$ cat src/rtl/synth_cfg_pkg.sv
package synth_cfg_pkg;

  // Strobes from the control section to the datapath
  typedef struct packed {
    logic shiftEn;   // one system cycle per serial rising edge
    logic shiftBit;  // synchronized data bit to shift in
    logic loadEn;    // one system cycle per load-strobe rising edge
    logic leHigh;    // synchronized load-strobe level
  } cfg_strobe_t;

  // Reference word option bits, MSB first as they sit in the word
  typedef struct packed {
    logic pumpHi;
    logic monSel;
    logic cmpPolarity;
    logic modSel;
  } ref_opts_t;

  localparam int OPT_W = $bits(ref_opts_t);

endpackage

$ cat src/rtl/synth_cfg_sync.sv
module synth_cfg_sync #(
  parameter int STAGES = 2,
  parameter int WIDTH  = 1
) (
  input  logic             clk,
  input  logic             rstN,
  input  logic [WIDTH-1:0] asyncIn,
  output logic [WIDTH-1:0] syncOut
);

  generate
    if (STAGES <= 1) begin : g_single
      logic [WIDTH-1:0] stage;
      always_ff @(posedge clk or negedge rstN) begin
        if (!rstN) stage <= '0;
        else       stage <= asyncIn;
      end
      assign syncOut = stage;
    end else begin : g_chain
      logic [STAGES-1:0][WIDTH-1:0] chain;
      always_ff @(posedge clk or negedge rstN) begin
        if (!rstN) chain <= '0;
        else       chain <= {chain[STAGES-2:0], asyncIn};
      end
      assign syncOut = chain[STAGES-1];
    end
  endgenerate

endmodule

$ cat src/rtl/synth_cfg_ctrl.sv
module synth_cfg_ctrl
  import synth_cfg_pkg::*;
#(
  parameter int SYNC_STAGES = 2
) (
  input  logic        clk,
  input  logic        rstN,
  input  logic        serClk,
  input  logic        serData,
  input  logic        serLoad,
  output cfg_strobe_t strb
);

  localparam int N_IN = 3;

  logic [N_IN-1:0] rawIn;
  logic [N_IN-1:0] syncIn;
  logic            clkS;
  logic            dataS;
  logic            leS;
  logic            clkPrev;
  logic            lePrev;

  assign rawIn = {serLoad, serClk, serData};

  synth_cfg_sync #(
    .STAGES (SYNC_STAGES),
    .WIDTH  (N_IN)
  ) sync_i (
    .clk     (clk),
    .rstN    (rstN),
    .asyncIn (rawIn),
    .syncOut (syncIn)
  );

  assign {leS, clkS, dataS} = syncIn;

  // Previous synchronized levels for edge detection
  always_ff @(posedge clk or negedge rstN) begin
    if (!rstN) begin
      clkPrev <= 1'b0;
      lePrev  <= 1'b0;
    end else begin
      clkPrev <= clkS;
      lePrev  <= leS;
    end
  end

  always_comb begin
    strb.shiftEn  = clkS & ~clkPrev & ~leS;
    strb.shiftBit = dataS;
    strb.loadEn   = leS & ~lePrev;
    strb.leHigh   = leS;
  end

endmodule

$ cat src/rtl/synth_cfg_dp.sv
module synth_cfg_dp
  import synth_cfg_pkg::*;
#(
  parameter int REF_W     = 14,
  parameter int SWAL_W    = 7,
  parameter int MAIN_W    = 11,
  parameter int MIN_RATIO = 3,
  parameter int WORD_W    = 19
) (
  input  logic              clk,
  input  logic              rstN,
  input  cfg_strobe_t       strb,
  output logic [WORD_W-1:0] shiftWord,
  output logic [REF_W-1:0]  refRatio,
  output ref_opts_t         refOpts,
  output logic [SWAL_W-1:0] swallowCnt,
  output logic [MAIN_W-1:0] mainCnt,
  output logic              cfgErr
);

  // Field positions inside the word; bit 0 is the routing flag
  localparam int REF_LO  = 1;
  localparam int REF_HI  = REF_W;
  localparam int OPT_LO  = REF_W + 1;
  localparam int OPT_HI  = REF_W + OPT_W;
  localparam int SW_LO   = 1;
  localparam int SW_HI   = SWAL_W;
  localparam int MAIN_LO = SWAL_W + 1;
  localparam int MAIN_HI = SWAL_W + MAIN_W;

  localparam logic [REF_W-1:0]  REF_MIN  = REF_W'(MIN_RATIO);
  localparam logic [MAIN_W-1:0] MAIN_MIN = MAIN_W'(MIN_RATIO);

  logic              routeRef;
  logic [REF_W-1:0]  refField;
  ref_opts_t         optField;
  logic [SWAL_W-1:0] swField;
  logic [MAIN_W-1:0] mainField;
  logic              refOk;
  logic              mainOk;
  logic              refWr;
  logic              divWr;
  logic              reject;

  always_comb begin
    routeRef  = shiftWord[0];
    refField  = shiftWord[REF_HI:REF_LO];
    optField  = ref_opts_t'(shiftWord[OPT_HI:OPT_LO]);
    swField   = shiftWord[SW_HI:SW_LO];
    mainField = shiftWord[MAIN_HI:MAIN_LO];
    refOk     = refField >= REF_MIN;
    mainOk    = mainField >= MAIN_MIN;
    refWr     = strb.loadEn &  routeRef & refOk;
    divWr     = strb.loadEn & ~routeRef & mainOk;
    reject    = strb.loadEn & ((routeRef & ~refOk) | (~routeRef & ~mainOk));
  end

  // Serial shift register, newest bit at position 0
  always_ff @(posedge clk or negedge rstN) begin
    if (!rstN)
      shiftWord <= '0;
    else if (strb.shiftEn && !strb.leHigh)
      shiftWord <= {shiftWord[WORD_W-2:0], strb.shiftBit};
  end

  // Reference holding register
  always_ff @(posedge clk or negedge rstN) begin
    if (!rstN) begin
      refRatio <= REF_MIN;
      refOpts  <= '0;
    end else if (refWr) begin
      refRatio <= refField;
      refOpts  <= optField;
    end
  end

  // Divider holding register
  always_ff @(posedge clk or negedge rstN) begin
    if (!rstN) begin
      swallowCnt <= '0;
      mainCnt    <= MAIN_MIN;
    end else if (divWr) begin
      swallowCnt <= swField;
      mainCnt    <= mainField;
    end
  end

  // Sticky rejection flag
  always_ff @(posedge clk or negedge rstN) begin
    if (!rstN)       cfgErr <= 1'b0;
    else if (reject) cfgErr <= 1'b1;
  end

endmodule

$ cat src/rtl/synth_cfg_port.sv
module synth_cfg_port
  import synth_cfg_pkg::*;
#(
  parameter int REF_W       = 14,
  parameter int SWAL_W      = 7,
  parameter int MAIN_W      = 11,
  parameter int MIN_RATIO   = 3,
  parameter int SYNC_STAGES = 2
) (
  input  logic              clk,
  input  logic              rstN,
  input  logic              serClk,
  input  logic              serData,
  input  logic              serLoad,
  output logic [REF_W-1:0]  refRatio,
  output logic              modSel,
  output logic              cmpPolarity,
  output logic              monSel,
  output logic              pumpHi,
  output logic [SWAL_W-1:0] swallowCnt,
  output logic [MAIN_W-1:0] mainCnt,
  output logic              cfgErr
);

  localparam int REF_BODY = REF_W + OPT_W;
  localparam int DIV_BODY = SWAL_W + MAIN_W;
  localparam int WORD_W   = 1 + ((REF_BODY > DIV_BODY) ? REF_BODY : DIV_BODY);

  cfg_strobe_t       strb;
  logic [WORD_W-1:0] shiftWord;
  ref_opts_t         refOpts;

  synth_cfg_ctrl #(
    .SYNC_STAGES (SYNC_STAGES)
  ) ctrl_i (
    .clk     (clk),
    .rstN    (rstN),
    .serClk  (serClk),
    .serData (serData),
    .serLoad (serLoad),
    .strb    (strb)
  );

  synth_cfg_dp #(
    .REF_W     (REF_W),
    .SWAL_W    (SWAL_W),
    .MAIN_W    (MAIN_W),
    .MIN_RATIO (MIN_RATIO),
    .WORD_W    (WORD_W)
  ) dp_i (
    .clk        (clk),
    .rstN       (rstN),
    .strb       (strb),
    .shiftWord  (shiftWord),
    .refRatio   (refRatio),
    .refOpts    (refOpts),
    .swallowCnt (swallowCnt),
    .mainCnt    (mainCnt),
    .cfgErr     (cfgErr)
  );

  assign {pumpHi, monSel, cmpPolarity, modSel} = refOpts;

endmodule

$ cat config.mk
export PLATFORM = sky130hd
export DESIGN_NAME = synth_cfg_port
export DESIGN_NICKNAME = d
export VERILOG_FILES = /design/src/rtl/synth_cfg_pkg.sv /design/src/rtl/synth_cfg_sync.sv /design/src/rtl/synth_cfg_ctrl.sv /design/src/rtl/synth_cfg_dp.sv /design/src/rtl/synth_cfg_port.sv
export SDC_FILE = /design/constraint.sdc
export NUM_CORES = 1
export LEC_CHECK = 0
export BUFFER_PORTS_ARGS = -buffer_cell sky130_fd_sc_hd__buf_2
export CAP_MARGIN = 20
export CORE_ASPECT_RATIO = 2
export CORE_MARGIN = 3
export CORE_UTILIZATION = 62
export CTS_BUF_LIST = sky130_fd_sc_hd__clkbuf_8
export CTS_CLUSTER_DIAMETER = 30
export CTS_CLUSTER_SIZE = 40
export DETAILED_ROUTE_END_ITERATION = 7
export PLACE_DENSITY_LB_ADDON = 0.3
export SLEW_MARGIN = 20
export SYNTH_ARGS = -nofsm -noshare
export SYNTH_HDL_FRONTEND = slang
export SYNTH_SLANG_ARGS = --single-unit
$ cat constraint.sdc
create_clock -name clk -period 3.83 [get_ports clk]
set_input_delay 0.383 -clock clk [delete_from_list [all_inputs] [get_ports clk]]
set_output_delay 0.383 -clock clk [all_outputs]
set_load 0.01 [all_outputs]
---- Word-level counts from Yosys, hierarchy flattened ----
Cells that the tools add are included.
operators by class
  magnitude comparators ................... 2
  bitwise operators ....................... 17
  reduce and logical (&&, ||, !) cells .... 2
operators with widths
  operator             number
  $ge 14x2->1 const B  1
  $ge 11x2->1 const B  1
  $and 1x1->1          10
  $not 1->1            6
  $logic_and 1x1->1    1
  $logic_not 1->1      1
  $or 1x1->1           1
storage, ports and cells
  bits in registers ....................... 64
  word-level logic and storage cells ...... 34

---- Longest topological paths before layout ----
  depth in word-level cells ............... 5
  gate-level depth with buffers ........... 5

---- Cells and area by module ----
Synthesis repeated with hierarchy kept, for this count alone.
unflattened totals
  cells, all modules ...................... 145
  area total of the unflattened synthesis .. 2493.6 µm²
modules (own cells, without submodules)
  module          instances  cells an instance  area each (µm²)
  synth_cfg_dp    1          132                2249.7
  synth_cfg_sync  1          9                  172.7
  synth_cfg_ctrl  1          4                  71.3

---- Worst setup path after synthesis ----
Ideal clock, no wire load.
  path type ............................... register to register
  start ................................... register dp_i.shiftWord[9]
  end ..................................... register dp_i.refRatio[10]
  library setup time ...................... 125 ps
  arrival ................................. 1641 ps
  required time ........................... 3705 ps
  slack ................................... 2064 ps
  stages on the path, launching flop included .. 6
  path buffers ............................ 1
  path through ............................ dfrtp_1 -> nor4_1 -> nand3_1 -> o2111ai_4 -> buf_12 -> mux2_4
on the way
  word-level cells in the longest chain between the ends .. 2
RTL lines
  item                      line                text
  start: declaration        synth_cfg_dp.sv:13  output logic [WORD_W-1:0] shiftWord,
  start signal: assignment  synth_cfg_dp.sv:63  shiftWord <= {shiftWord[WORD_W-2:0], strb.shiftBit};
  $ge 14x2->1               synth_cfg_dp.sv:51  refOk = refField >= REF_MIN;
  $and 1x1->1               synth_cfg_dp.sv:53  refWr = strb.loadEn & routeRef & refOk;
  end signal: assignment    synth_cfg_dp.sv:72  refRatio <= refField;
  end: declaration          synth_cfg_dp.sv:14  output logic [REF_W-1:0] refRatio,
Every way passes these cells.
A chain may end at the register's enable or synchronous reset.

---- Final worst setup path ----
  start ................................... register dp_i.shiftWord[15]
  end ..................................... register dp_i.mainCnt[8]
on the way
  word-level cells in the longest chain between the ends .. 2
RTL lines
  item                    line                text
  $ge 11x2->1             synth_cfg_dp.sv:52  mainOk = mainField >= MAIN_MIN;
  $and 1x1->1             synth_cfg_dp.sv:54  divWr = strb.loadEn & ~routeRef & mainOk;
  end signal: assignment  synth_cfg_dp.sv:84  mainCnt <= mainField;
  end: declaration        synth_cfg_dp.sv:17  output logic [MAIN_W-1:0] mainCnt,
Every way passes these cells.

==> qor.txt <==
CTS
---------------------------------------------------------------------------------
H-tree depth                                                                    3
Library cell used as clock root buffer                                   clkbuf_8
# clock sinks                                                                  64
Clk pin slew, worst setup/hold paths                                      0.07 ns
Maximum number of buffers from clock root to sink                               2
Number of buffers created by CTS                                                9
Clock tree from TritonCTS                                                     yes
Worst-Skew Late Latency                                                   0.33 ns

WORST HOLD PATH
---------------------------------------------------------------------------------
Type of the worst min-delay path                                     input pin to flip-flop
Worst hold start                                                          serLoad

FLOORPLANNING
---------------------------------------------------------------------------------
Height of the die                                                         94.6 um
Total core area                                                       0.00368 mm2
I/O pin count                                                                  42
Full die area                                                         0.00476 mm2
Horizontal die dimension                                                  50.3 um
Starting density of the core                                                66.0%
Number of placement rows                                                       31

DRT
---------------------------------------------------------------------------------
Pre-Repair DR Iteration Count                                                   3
Final ANT Viol Nets                                                             0
Via count                                                                   1,321
Post-Route WL                                                             4030 um
Wirelength per Cell                                                       16.4 um
Detail-routed via count per cell                                             5.37
Final routed DRC violation total                                                0
Starting DRC count in detailed routing                                         20

CRITICAL PATH
---------------------------------------------------------------------------------
Nature of the critical path startpoint                                  flip-flop
Critical Setup Path Class                                            flip-flop to flip-flop
Worst reg2reg path startpoint                                        dp_i.shiftWord[15]$_DFFE_PN0P_
Launching instance or port of the critical path                      dp_i.shiftWord[15]$_DFFE_PN0P_
Biggest fanout along the worst timing path                                     18
Data arrival time of the worst path                                       2.55 ns
Worst Path Required                                                       4.04 ns
Critical Path Sink Type                                                 flip-flop

POWER
---------------------------------------------------------------------------------
Leak                                                                      1.58 nW
Worst vdd ir                                                             0.700 mV
Total power divided by cell area                                       579 mW/mm2

YOSYS
---------------------------------------------------------------------------------
Adder-Cell Fraction of Synth Area                                              0%
Portion of synthesized cell area occupied by the leading cell type          61.7%
Total of warnings raised by yosys                                               0
Cell taking the most area after synthesis                                 dfrtp_1
Primary flip-flop cell chosen by synthesis mapping                        dfrtp_1
Sequential element share of the synthesized area                            66.0%
Portion of netlist area occupied by mux cells                               27.4%
Share of the synthesized netlist area taken by xor and xnor gates              0%
Net count after synthesis                                                     146
Netlist area before placement                                         0.00243 mm2
Simple-gate portion of the synthesized area                                 2.93%
Number of distinct library cells after synthesis                               20
Dominant combinational cell family by area after synthesis           multiplexers
Count of mapped cells out of synthesis                                        141
Register bit total from synthesis                                              64
Fraction of registers with async set or reset after synthesis                100%
Top cells by instance count after synthesis                          dfrtp_1, mux2_2, mux2_1
Compound-gate portion of the synthesized area                               1.75%
Cell types with the largest area share after synthesis               dfrtp_1, mux2_2, mux2_4
Cell with the most instances after synthesis                              dfrtp_1
Number of synthesized flops with an enable pin                                  0
Mean instance size in the synthesized netlist                            17.3 um2

GLOBAL ROUTE
---------------------------------------------------------------------------------
Vias in the first global route                                              1,445
Maximum number of pins on one net before global-route repair                   45
Antenna violations before repair                                                0
Global-route wire length before repair                                    6910 um
Overall global routing resource usage                                       19.8%
Sum of overflow across all layers after global routing                          0

STA
---------------------------------------------------------------------------------
Count of pins over their slew limit                                             0
Final Skew                                                             0.00780 ns
Final worst-path cycle share                                                61.1%
Peak Freq                                                               0.427 GHz
Final Hold Fails                                                                0
Worst hold slack across all endpoints                                    0.160 ns
Slew at the pin closest to its max-slew limit                             1.00 ns
Min Tclk post-route                                                       2.34 ns
RSZ-0062 raised after global routing                                        false
Worst relative slew slack                                                   33.0%
Setup total negative slack                                                   0 ns
Final setup violation count                                                     0

FINAL LAYOUT
---------------------------------------------------------------------------------
NumNets Final                                                                 197
Area delta synth->final                                                     19.4%
Number of diodes                                                                0
Non-filler instance count after layout                                        246
Fraction of final layout cells with drive strength greater than 1           54.8%

PLACED DESIGN
---------------------------------------------------------------------------------
Post-DP HPWL                                                              2670 um
Placed Cells incl. Taps                                                       229
Number of input and output port buffers inserted                               41
Global placement routability congestion                                     0.709

JOB
---------------------------------------------------------------------------------
Max-cap viol count                                                              0

OUTCOME
---------------------------------------------------------------------------------
Result of the run                                                    finished, final reports clean

[power by group]
group,total [mW],internal (mW),switching [mW]
Sequential,0.843,0.768,0.0750
Combinational,0.239,0.131,0.108
Clock,0.600,0.368,0.232
Total,1.68,1.27,0.415
[critical path, cell delays in order (launching register included)]
cell	delay (ns)
dfrtp_1	0.42
nor4_1	0.39
nand2_1	0.16
o21ai_2	0.82
mux2_2	0.42
[stage by stage]
stage / utilization, % / setup WS (ns) / total power, mW / cell area [um2]
floorplan: - / 2.06 / 1.00 / 2430
global placement: 72.7 / 1.53 / 1.08 / 2680
detailed placement: 72.7 / 1.47 / 1.10 / 2680
CTS: 78.8 / 1.47 / 1.70 / 2910
global route: 78.8 / 1.38 / 1.76 / 2910
finish: 78.8 / 1.49 / 1.68 / 2910
[cell families after synthesis]
group / Yosys count
DFF: 64
muxes: 56
and+or+nand+nor: 13
buffers and inverters: 5
AOI/OAI and AO/OA: 3
[cells in the final DEF (no fill, tap or decap), types with 2 or more instances in the layout]
cell	netlist	layout
buf_2	2	41
buf_4	0	2
clkbuf_8	0	13
dfrtp_1	60	60
dfstp_2	4	4
inv_1	1	2
mux2_1	13	13
mux2_2	32	32
mux2_4	10	10
nand2_1	3	3
nor3_1	2	2
nor3b_1	3	2
nor4_1	2	2
[state kept, by name, summed over array words and instances, names as in the netlist]
signal and count:
ctrl_i.clkPrev 1, ctrl_i.sync_i.syncOut 3, dp_i.swallowCnt 7, ctrl_i.lePrev 1, dp_i.refOpts 4, dp_i.cfgErr 1
dp_i.mainCnt 11, dp_i.refRatio 14, ctrl_i.sync_i.g_chain.chain 3, dp_i.shiftWord 19
[worst paths after layout]
kind | end | slack, ns | depth (start not counted)
worst max register to register | dp_i.mainCnt[8]$_DFFE_PN0P_ | 1.49 | 4
worst min-delay path | ctrl_i.sync_i.g_chain.chain[2]$_DFF_PN0_ | 0.16 | 1
worst max-delay path | dp_i.mainCnt[8]$_DFFE_PN0P_ | 1.49 | 4
worst min register to register | ctrl_i.sync_i.syncOut[1]$_DFF_PN0_ | 0.35 | 0
max in group asynchronous | dp_i.shiftWord[0]$_DFFE_PN0P_ | 2.40 | 3
min in group asynchronous | dp_i.shiftWord[6]$_DFFE_PN0P_ | 0.54 | 2
[metal layers]
| metal | GRT usage [%] | up-vias | wire [um] |
|---|---|---|---|
| met4 | 9.44 | 0 | 88 |
| met5 | 0 | - | 0 |
| met3 | 6.79 | 9 | 142 |
| met1 | 22.3 | 673 | 1650 |
| met2 | 33.1 | 34 | 2160 |
| li1 | - | 605 | - |
[what timing repair did]
action | 4_1_cts | 5_1_grt
hold buffers | 1 | 0
buffers inserted | 0 | 0
hold endpoints to repair | 8 | 0
resized for setup | 0 | 0
[cell type report]
cell class / count / area [um2]
Sequential cell: 64 / 1610
Multi-Input combinational cell: 72 / 786
Fill cell: 218 / 779
Timing Repair Buffer: 44 / 230
Clock buffer: 13 / 179
Tap cell: 49 / 61.3
Clock inverter: 3 / 38.8
Inverter: 1 / 3.75
Note: power is estimated with default switching activity, not from simulation.
